File: config.mk
export PLATFORM = sky130hd
export DESIGN_NAME = evt_irq_agg
export DESIGN_NICKNAME = d
export VERILOG_FILES = /design/src/rtl/evtagg_pkg.sv /design/src/rtl/evt_status_bank.sv /design/src/rtl/evt_line_merge.sv /design/src/rtl/evt_irq_agg.sv
export SDC_FILE = /design/constraint.sdc
export NUM_CORES = 1
export LEC_CHECK = 0
export ABC_AREA = 1
export BUFFER_PORTS_ARGS = -buffer_cell sky130_fd_sc_hd__buf_2
export CAP_MARGIN = 30
export CORE_MARGIN = 2
export CORE_UTILIZATION = 40
export CTS_BUF_LIST = sky130_fd_sc_hd__clkbuf_4
export DETAILED_ROUTE_END_ITERATION = 16
export PLACE_DENSITY = 0.91
export SYNTH_ARGS = -nofsm -noshare
export SYNTH_HDL_FRONTEND = slang
export SYNTH_HIERARCHICAL = 1
export SYNTH_SLANG_ARGS = --single-unit
export TNS_END_PERCENT = 1
File: constraint.sdc
create_clock -name clk -period 1.42 [get_ports clk]
set_input_delay 0.213 -clock clk [delete_from_list [all_inputs] [get_ports clk]]
set_output_delay 0.213 -clock clk [all_outputs]
set_load 0.01 [all_outputs]
File: src/rtl/evtagg_pkg.sv
package evtagg_pkg;
  localparam int EVT_N  = 10;
  localparam int REG_W  = 32;
  localparam int LINE_N = 3;
  localparam int EN_OFS = 8;

  // status bit position of event n
  function automatic int stat_pos(input int n);
    return (n < 2) ? n : n + 14;
  endfunction

  function automatic int en_pos(input int n);
    return stat_pos(n) + EN_OFS;
  endfunction

  // which interrupt line event n feeds
  function automatic int line_of(input int n);
    if (n == 1) return 0;
    if (n == 0) return 1;
    return (n % 2 == 0) ? 1 : 2;
  endfunction

  function automatic logic [EVT_N-1:0] line_mask(input int l);
    logic [EVT_N-1:0] m;
    m = '0;
    for (int i = 0; i < EVT_N; i++) m[i] = (line_of(i) == l);
    return m;
  endfunction
endpackage

File: src/rtl/evt_status_bank.sv
module evt_status_bank
  import evtagg_pkg::*;
(
  input  logic             clk,
  input  logic             rst_n,
  input  logic [EVT_N-1:0] evt,
  input  logic             wr_en,
  input  logic [EVT_N-1:0] wr_stat,
  input  logic [EVT_N-1:0] wr_enb,
  output logic [EVT_N-1:0] stat_q,
  output logic [EVT_N-1:0] en_q
);
  for (genvar g = 0; g < EVT_N; g++) begin : g_bit
    logic keep;
    assign keep = wr_en ? (stat_q[g] & wr_stat[g]) : stat_q[g];

    always_ff @(posedge clk or negedge rst_n) begin
      if (!rst_n) begin
        stat_q[g] <= 1'b0;
        en_q[g]   <= 1'b0;
      end else begin
        stat_q[g] <= keep | evt[g];
        if (wr_en) en_q[g] <= wr_enb[g];
      end
    end

    AST_EVT_LATCH: assert property (@(posedge clk) disable iff (!rst_n)
      evt[g] |=> stat_q[g]);
    AST_ZERO_CLEARS: assert property (@(posedge clk) disable iff (!rst_n)
      (wr_en && !wr_stat[g] && !evt[g]) |=> !stat_q[g]);
    AST_ONE_KEEPS: assert property (@(posedge clk) disable iff (!rst_n)
      (wr_en && wr_stat[g] && !evt[g]) |=> (stat_q[g] == $past(stat_q[g])));
    AST_EVT_BEATS_CLEAR: assert property (@(posedge clk) disable iff (!rst_n)
      (wr_en && !wr_stat[g] && evt[g]) |=> stat_q[g]);
    AST_EN_TAKES_WRITE: assert property (@(posedge clk) disable iff (!rst_n)
      wr_en |=> (en_q[g] == $past(wr_enb[g])));
  end
endmodule

File: src/rtl/evt_line_merge.sv
module evt_line_merge
  import evtagg_pkg::*;
(
  input  logic              clk,
  input  logic              rst_n,
  input  logic [EVT_N-1:0]  stat_q,
  input  logic [EVT_N-1:0]  en_q,
  output logic [LINE_N-1:0] irq_q
);
  logic [EVT_N-1:0] pend;
  assign pend = stat_q & en_q;

  for (genvar l = 0; l < LINE_N; l++) begin : g_line
    localparam logic [EVT_N-1:0] MASK = line_mask(l);
    logic hit;
    assign hit = |(pend & MASK);

    always_ff @(posedge clk or negedge rst_n) begin
      if (!rst_n) irq_q[l] <= 1'b0;
      else        irq_q[l] <= hit;
    end

    AST_LINE_LEVEL: assert property (@(posedge clk) disable iff (!rst_n)
      (|(stat_q & en_q & MASK)) |=> irq_q[l]);
  end

  AST_LINE0_SOLO: assert property (@(posedge clk) disable iff (!rst_n)
    !(stat_q[1] && en_q[1]) |=> !irq_q[0]);
  AST_LINE2_ODD: assert property (@(posedge clk) disable iff (!rst_n)
    (((stat_q & en_q) & 10'b1010101000) == '0) |=> !irq_q[2]);
endmodule

File: src/rtl/evt_irq_agg.sv
module evt_irq_agg
  import evtagg_pkg::*;
(
  input  logic              clk,
  input  logic              rst_n,
  input  logic [EVT_N-1:0]  evt,
  input  logic              wr_en,
  input  logic [REG_W-1:0]  wr_data,
  output logic [REG_W-1:0]  rd_data,
  output logic [LINE_N-1:0] irq
);
  logic [EVT_N-1:0] wr_stat, wr_enb, stat_q, en_q;

  for (genvar g = 0; g < EVT_N; g++) begin : g_fld
    assign wr_stat[g] = wr_data[stat_pos(g)];
    assign wr_enb[g]  = wr_data[en_pos(g)];
  end

  evt_status_bank u_bank (
    .clk(clk), .rst_n(rst_n), .evt(evt), .wr_en(wr_en),
    .wr_stat(wr_stat), .wr_enb(wr_enb), .stat_q(stat_q), .en_q(en_q)
  );

  evt_line_merge u_merge (
    .clk(clk), .rst_n(rst_n), .stat_q(stat_q), .en_q(en_q), .irq_q(irq)
  );

  always_comb begin
    rd_data = '0;
    for (int i = 0; i < EVT_N; i++) begin
      rd_data[stat_pos(i)] = stat_q[i];
      rd_data[en_pos(i)]   = en_q[i];
    end
  end

  AST_RESERVED_ZERO: assert property (@(posedge clk) disable iff (!rst_n)
    wr_en |=> ((rd_data & 32'h0000_FCFC) == '0));
endmodule

# After elaboration in Yosys (flattened, before gate mapping)
# Cells that the tools add are included.
# word_totals
word_cells	56
output_inout_bits	35
inputBits	45
regBits	23
# op_classes
n_bitwise	21
reduce_logical	2
n_mux	10
# op_table
operator	n
AND 1 bit	10
AND 10 bit	1
2-to-1 mux 1 bit	10
bitwise OR 1 bit	10
OR reduction 5 bit	1
OR reduction 4 bit	1

# Longest topological paths before layout
# depth
word_depth	3
ltp_mapped	4
mapped_depth_nobuf	4

# Cells and area by module
# The synthesis kept the hierarchy.
# by_module_without_submodules
module	area_each_um2	seq_area_each_um2	n_inst	cells_per_inst
evt_status_bank	830.8	500.5	1	103
evt_line_merge	145.1	75.1	1	21
evt_irq_agg	93.8	0.0	1	13

# Worst setup path before layout
# No wires, ideal clock.
# synth_path
path_kind	register to register
start	register u_bank.stat_q[2]
end	register u_merge.irq_q[1]
n_path_buf	0
path_slack_ns	0.668
required_time_ns	1.301
period_less_slack_ns	0.752
setup_time_ns	0.119
arrival_time_ns	0.634
stages_incl_launch_ff	5
cell_sequence	dfrtp_1 -> nand2_1 -> nand2_1 -> nor2_1 -> nand2_1
# synth_between
elab_chain_cells	2
# synth_lines
item	line	source
start, declared	evt_status_bank.sv:10	output logic [EVT_N-1:0] stat_q,
start signal, assigned by index	evt_status_bank.sv:22	stat_q[g] <= keep | evt[g];
AND 10 bit	evt_line_merge.sv:11	assign pend = stat_q & en_q;
OR reduction 5 bit	evt_line_merge.sv:16	assign hit = |(pend & MASK);
via u_merge.g_line[1].hit	evt_line_merge.sv:15	logic hit;
end signal, assigned by index	evt_line_merge.sv:20	else irq_q[l] <= hit;
end, declared	evt_line_merge.sv:8	output logic [LINE_N-1:0] irq_q
# The timed path passes the listed nets, and every way through them passes these cells.
# A chain may end at the register's enable or synchronous reset.

# Worst setup path after layout
# layout_path
start	register u_bank.stat_q[8]
end	output rd_data[22]
# layout_rtl
item	line	source
end, declared	evt_irq_agg.sv:9	output logic [REG_W-1:0] rd_data,
# No word-level cell between the ends.

==> metrics.md <==
| Metric | Value |
|---|---|
| Outcome | `finished clean` |
| Starting Density | `42.79%` |
| Total CTS buffers | `3` |
| Worst reg2reg path depth | `4` |
| Area share of the largest cell type after synthesis | `53.80%` |
| Sequential fraction of the synthesis area | `53.80%` |
| Synth cell types | `9` |
| Via-to-Cell Ratio | `4.076` |
| CP Launch Type | `flop` |
| Mapped cell area | `0.001070 sq mm` |
| Int Pwr | `0.0009423 W` |
| Sequential Power Share | `57.4%` |
| Setup Skew | `5.509 ps` |
| Yosys warnings | `6` |
| Worst hold path type | `in -> reg` |
| PnR Total Power | `0.001294 W` |
| Hold Fails Final Rpt | `0` |
| Hold Crit Depth | `3` |
| Stages on worst setup path | `1` |
| CTS-repair resized insts | `0` |
| Worst-path maximum fanout | `3` |
| Crit. End Element | `output pin` |
| Worst path slowest cell | `dfrtp_1` |
| Clk root buf | `clkbuf_4` |
| Remaining DRCs | `0` |
| Max Slew Vio Count | `0` |
| Seq cells post-synth | `23` |
| Critical Path Max Stage Delay | `420 ps` |
| Nets | `239` |
| Commonest non-fill, non-tap cell in the layout | `buf_2` |
| Dpl hpwl | `1.570 mm` |
| # diodes | `0` |
| Most frequent cells in the layout | `buf_2, nand2_1, inv_1` |
| Pleak | `0.8557 nW` |
| Net Sw Power | `0.0003520 W` |
| Clock transition at the registers of the reported paths | `120 ps` |
| Max-Cap Viols | `0` |
| Antenna violations before repair | `0` |
| Die area | `0.003104 sq mm` |
| Final setup violation count | `0` |
| Final Critical Period | `1076 ps` |
| Clock sink count | `23` |
| Worst-skew pair later-pin latency | `300 ps` |
| Fill cells | `242` |
| Switching share of power | `27.19%` |
| Comb power frac | `19.3%` |
| Multi-input gate area | `304.0 sq um` |
| Fmax | `0.9292 GHz` |
| Port bufs | `55` |
| Power share of the clock group | `23.3%` |
| PD cells | `954.3 mW/mm^2` |
| Cts-stage hold buffer count | `1` |
| Placeable core area | `0.002500 sq mm` |
| Routed WL | `1.989 mm` |
| Register Area | `575.6 sq um` |
| H-tree levels | `1` |
| GRT Overall Usage | `13.96%` |
| Chip height | `55.72 um` |
| Pin count of the biggest net entering global routing | `31` |
| WS Path Type | `reg -> out` |
| # IOs | `80` |
| Final worst path period share | `75.79%` |
| Post-route ant nets | `0` |
| Setup_tns | `0 ps` |
| CP bufs+invs | `1` |
| CP Cell Sequence | `buf_2` |
| Grt total ovfl | `0` |
| Fraction of layout cells with a size suffix above 1 | `30.57%` |
| Worst EP arrival | `860 ps` |
| Area grow syn2layout | `26.78%` |
| Post-CTS setup buffers | `0` |
| Synth area leaders | `dfrtp_1, nand2_1, inv_1` |
| Final Cell Area | `0.001356 sq mm` |
| Routability cong. | `0.6897` |
| Die width | `55.72 um` |
| Vias in the first global route | `869` |
| Placed Area | `0.001316 sq mm` |
| Synth Instances | `137` |
| Unrepaired setup endpoints after global routing | `no` |
| DR WL/cell | `8.919 um` |
| First-pass GRT wire length | `3.519 mm` |
| Rows | `18` |
| Crit path max-delay family | `flip-flops` |
| Post-synth top area cell | `dfrtp_1` |
| Worst vdd ir | `0.0006665 V` |
| CTS tree | `built` |
| Vias | `909` |
| DRT iter0 DRCs | `33` |
| Max clock buf depth | `2` |
| Worst path required time | `1210 ps` |
| Drt pass-1 iters | `4` |
| Mapped Avg Cell Area | `7.809 sq um` |
synth_stat cells (all sizes together):
master  count
nand2      53
conb        1
o21ai      10
dfrtp      23
buf        15
nand4       1
nor2        1
inv        33
per-layer routing:
metal,global-route usage [%],vias up,wire length (um)
met4,1.045,0,0
li1,-,475,-
met1,16.05,392,814
met5,0,-,0
met2,25.85,42,985
met3,4.884,0,189
cells by family (layout without fill, tap and decap cells):
| group | count (synthesis) | count (layout) | synth area share, % |
|---|---|---|---|
| simple gates | 55 | 55 | 19.53 |
| compound gates | 10 | 10 | 4.679 |
| other cells | 1 | 12 | 0.3505 |
| buf+inv | 48 | 93 | 21.64 |
| flops | 23 | 23 | 53.80 |
registers in the layout (all words and copies together), names as in the netlist:
signal and flops:
u_bank/stat_q 10, u_merge/irq_q 3, u_bank/en_q 10
area by class of cell:
class	instances	share of cell area, %
well taps	30	2.768
multi-input cells	77	22.42
clock buffers	4	2.214
inverters	33	9.133
repair buffers	56	21.03
flip-flops and latches	23	42.44
stage by stage:
stage                     utilization (%)  hold WS [ps]  worst slack [ps]  std cells
after floorplan                         -        -82.59             667.5        148
after global placement              52.65         201.6             459.9        218
after detailed placement            52.65         208.4             432.8        218
after CTS                           54.25         70.69             325.1        223
after global routing                54.25         73.56             286.4        223
final                               54.25         82.82             343.8        223
worst register-to-register path, delay by kind of cell, from the launching register on:
| family | cells | cell delay, ps |
|---|---|---|
| flip-flops | 1 | 410 |
| AND/OR/NAND/NOR | 4 | 250 |
power by group through the flow:
stage / clock network [W] / registers (W) / logic [W]
3_5_place_dp: 0 / 0.000758 / 0.000251
5_1_grt: 0.000345 / 0.000753 / 0.000290
6_report: 0.000302 / 0.000743 / 0.000249
4_1_cts: 0.000319 / 0.000745 / 0.000254
3_3_place_gp: 0 / 0.000755 / 0.000244
2_1_floorplan: 0 / 0.000780 / 0.000127
path summary, 6_finish.rpt:
check / slack, ps / startpoint / endpoint
setup reg to reg: 660 / u_bank/stat_q[4]$_DFF_PN0_ / u_merge/irq_q[1]$_DFF_PN0_
max in group asynchronous: 690 / rst_n / u_bank/en_q[9]$_DFFE_PN0P_
hold reg to reg: 510 / u_bank/stat_q[1]$_DFF_PN0_ / u_merge/irq_q[0]$_DFF_PN0_
hold / removal: 80 / evt[1] / u_bank/stat_q[1]$_DFF_PN0_
setup / recovery: 340 / u_bank/stat_q[8]$_DFF_PN0_ / rd_data[22]
min in group asynchronous: 400 / rst_n / u_bank/en_q[2]$_DFFE_PN0P_
No activity file was read; power rests on OpenSTA's default activity.
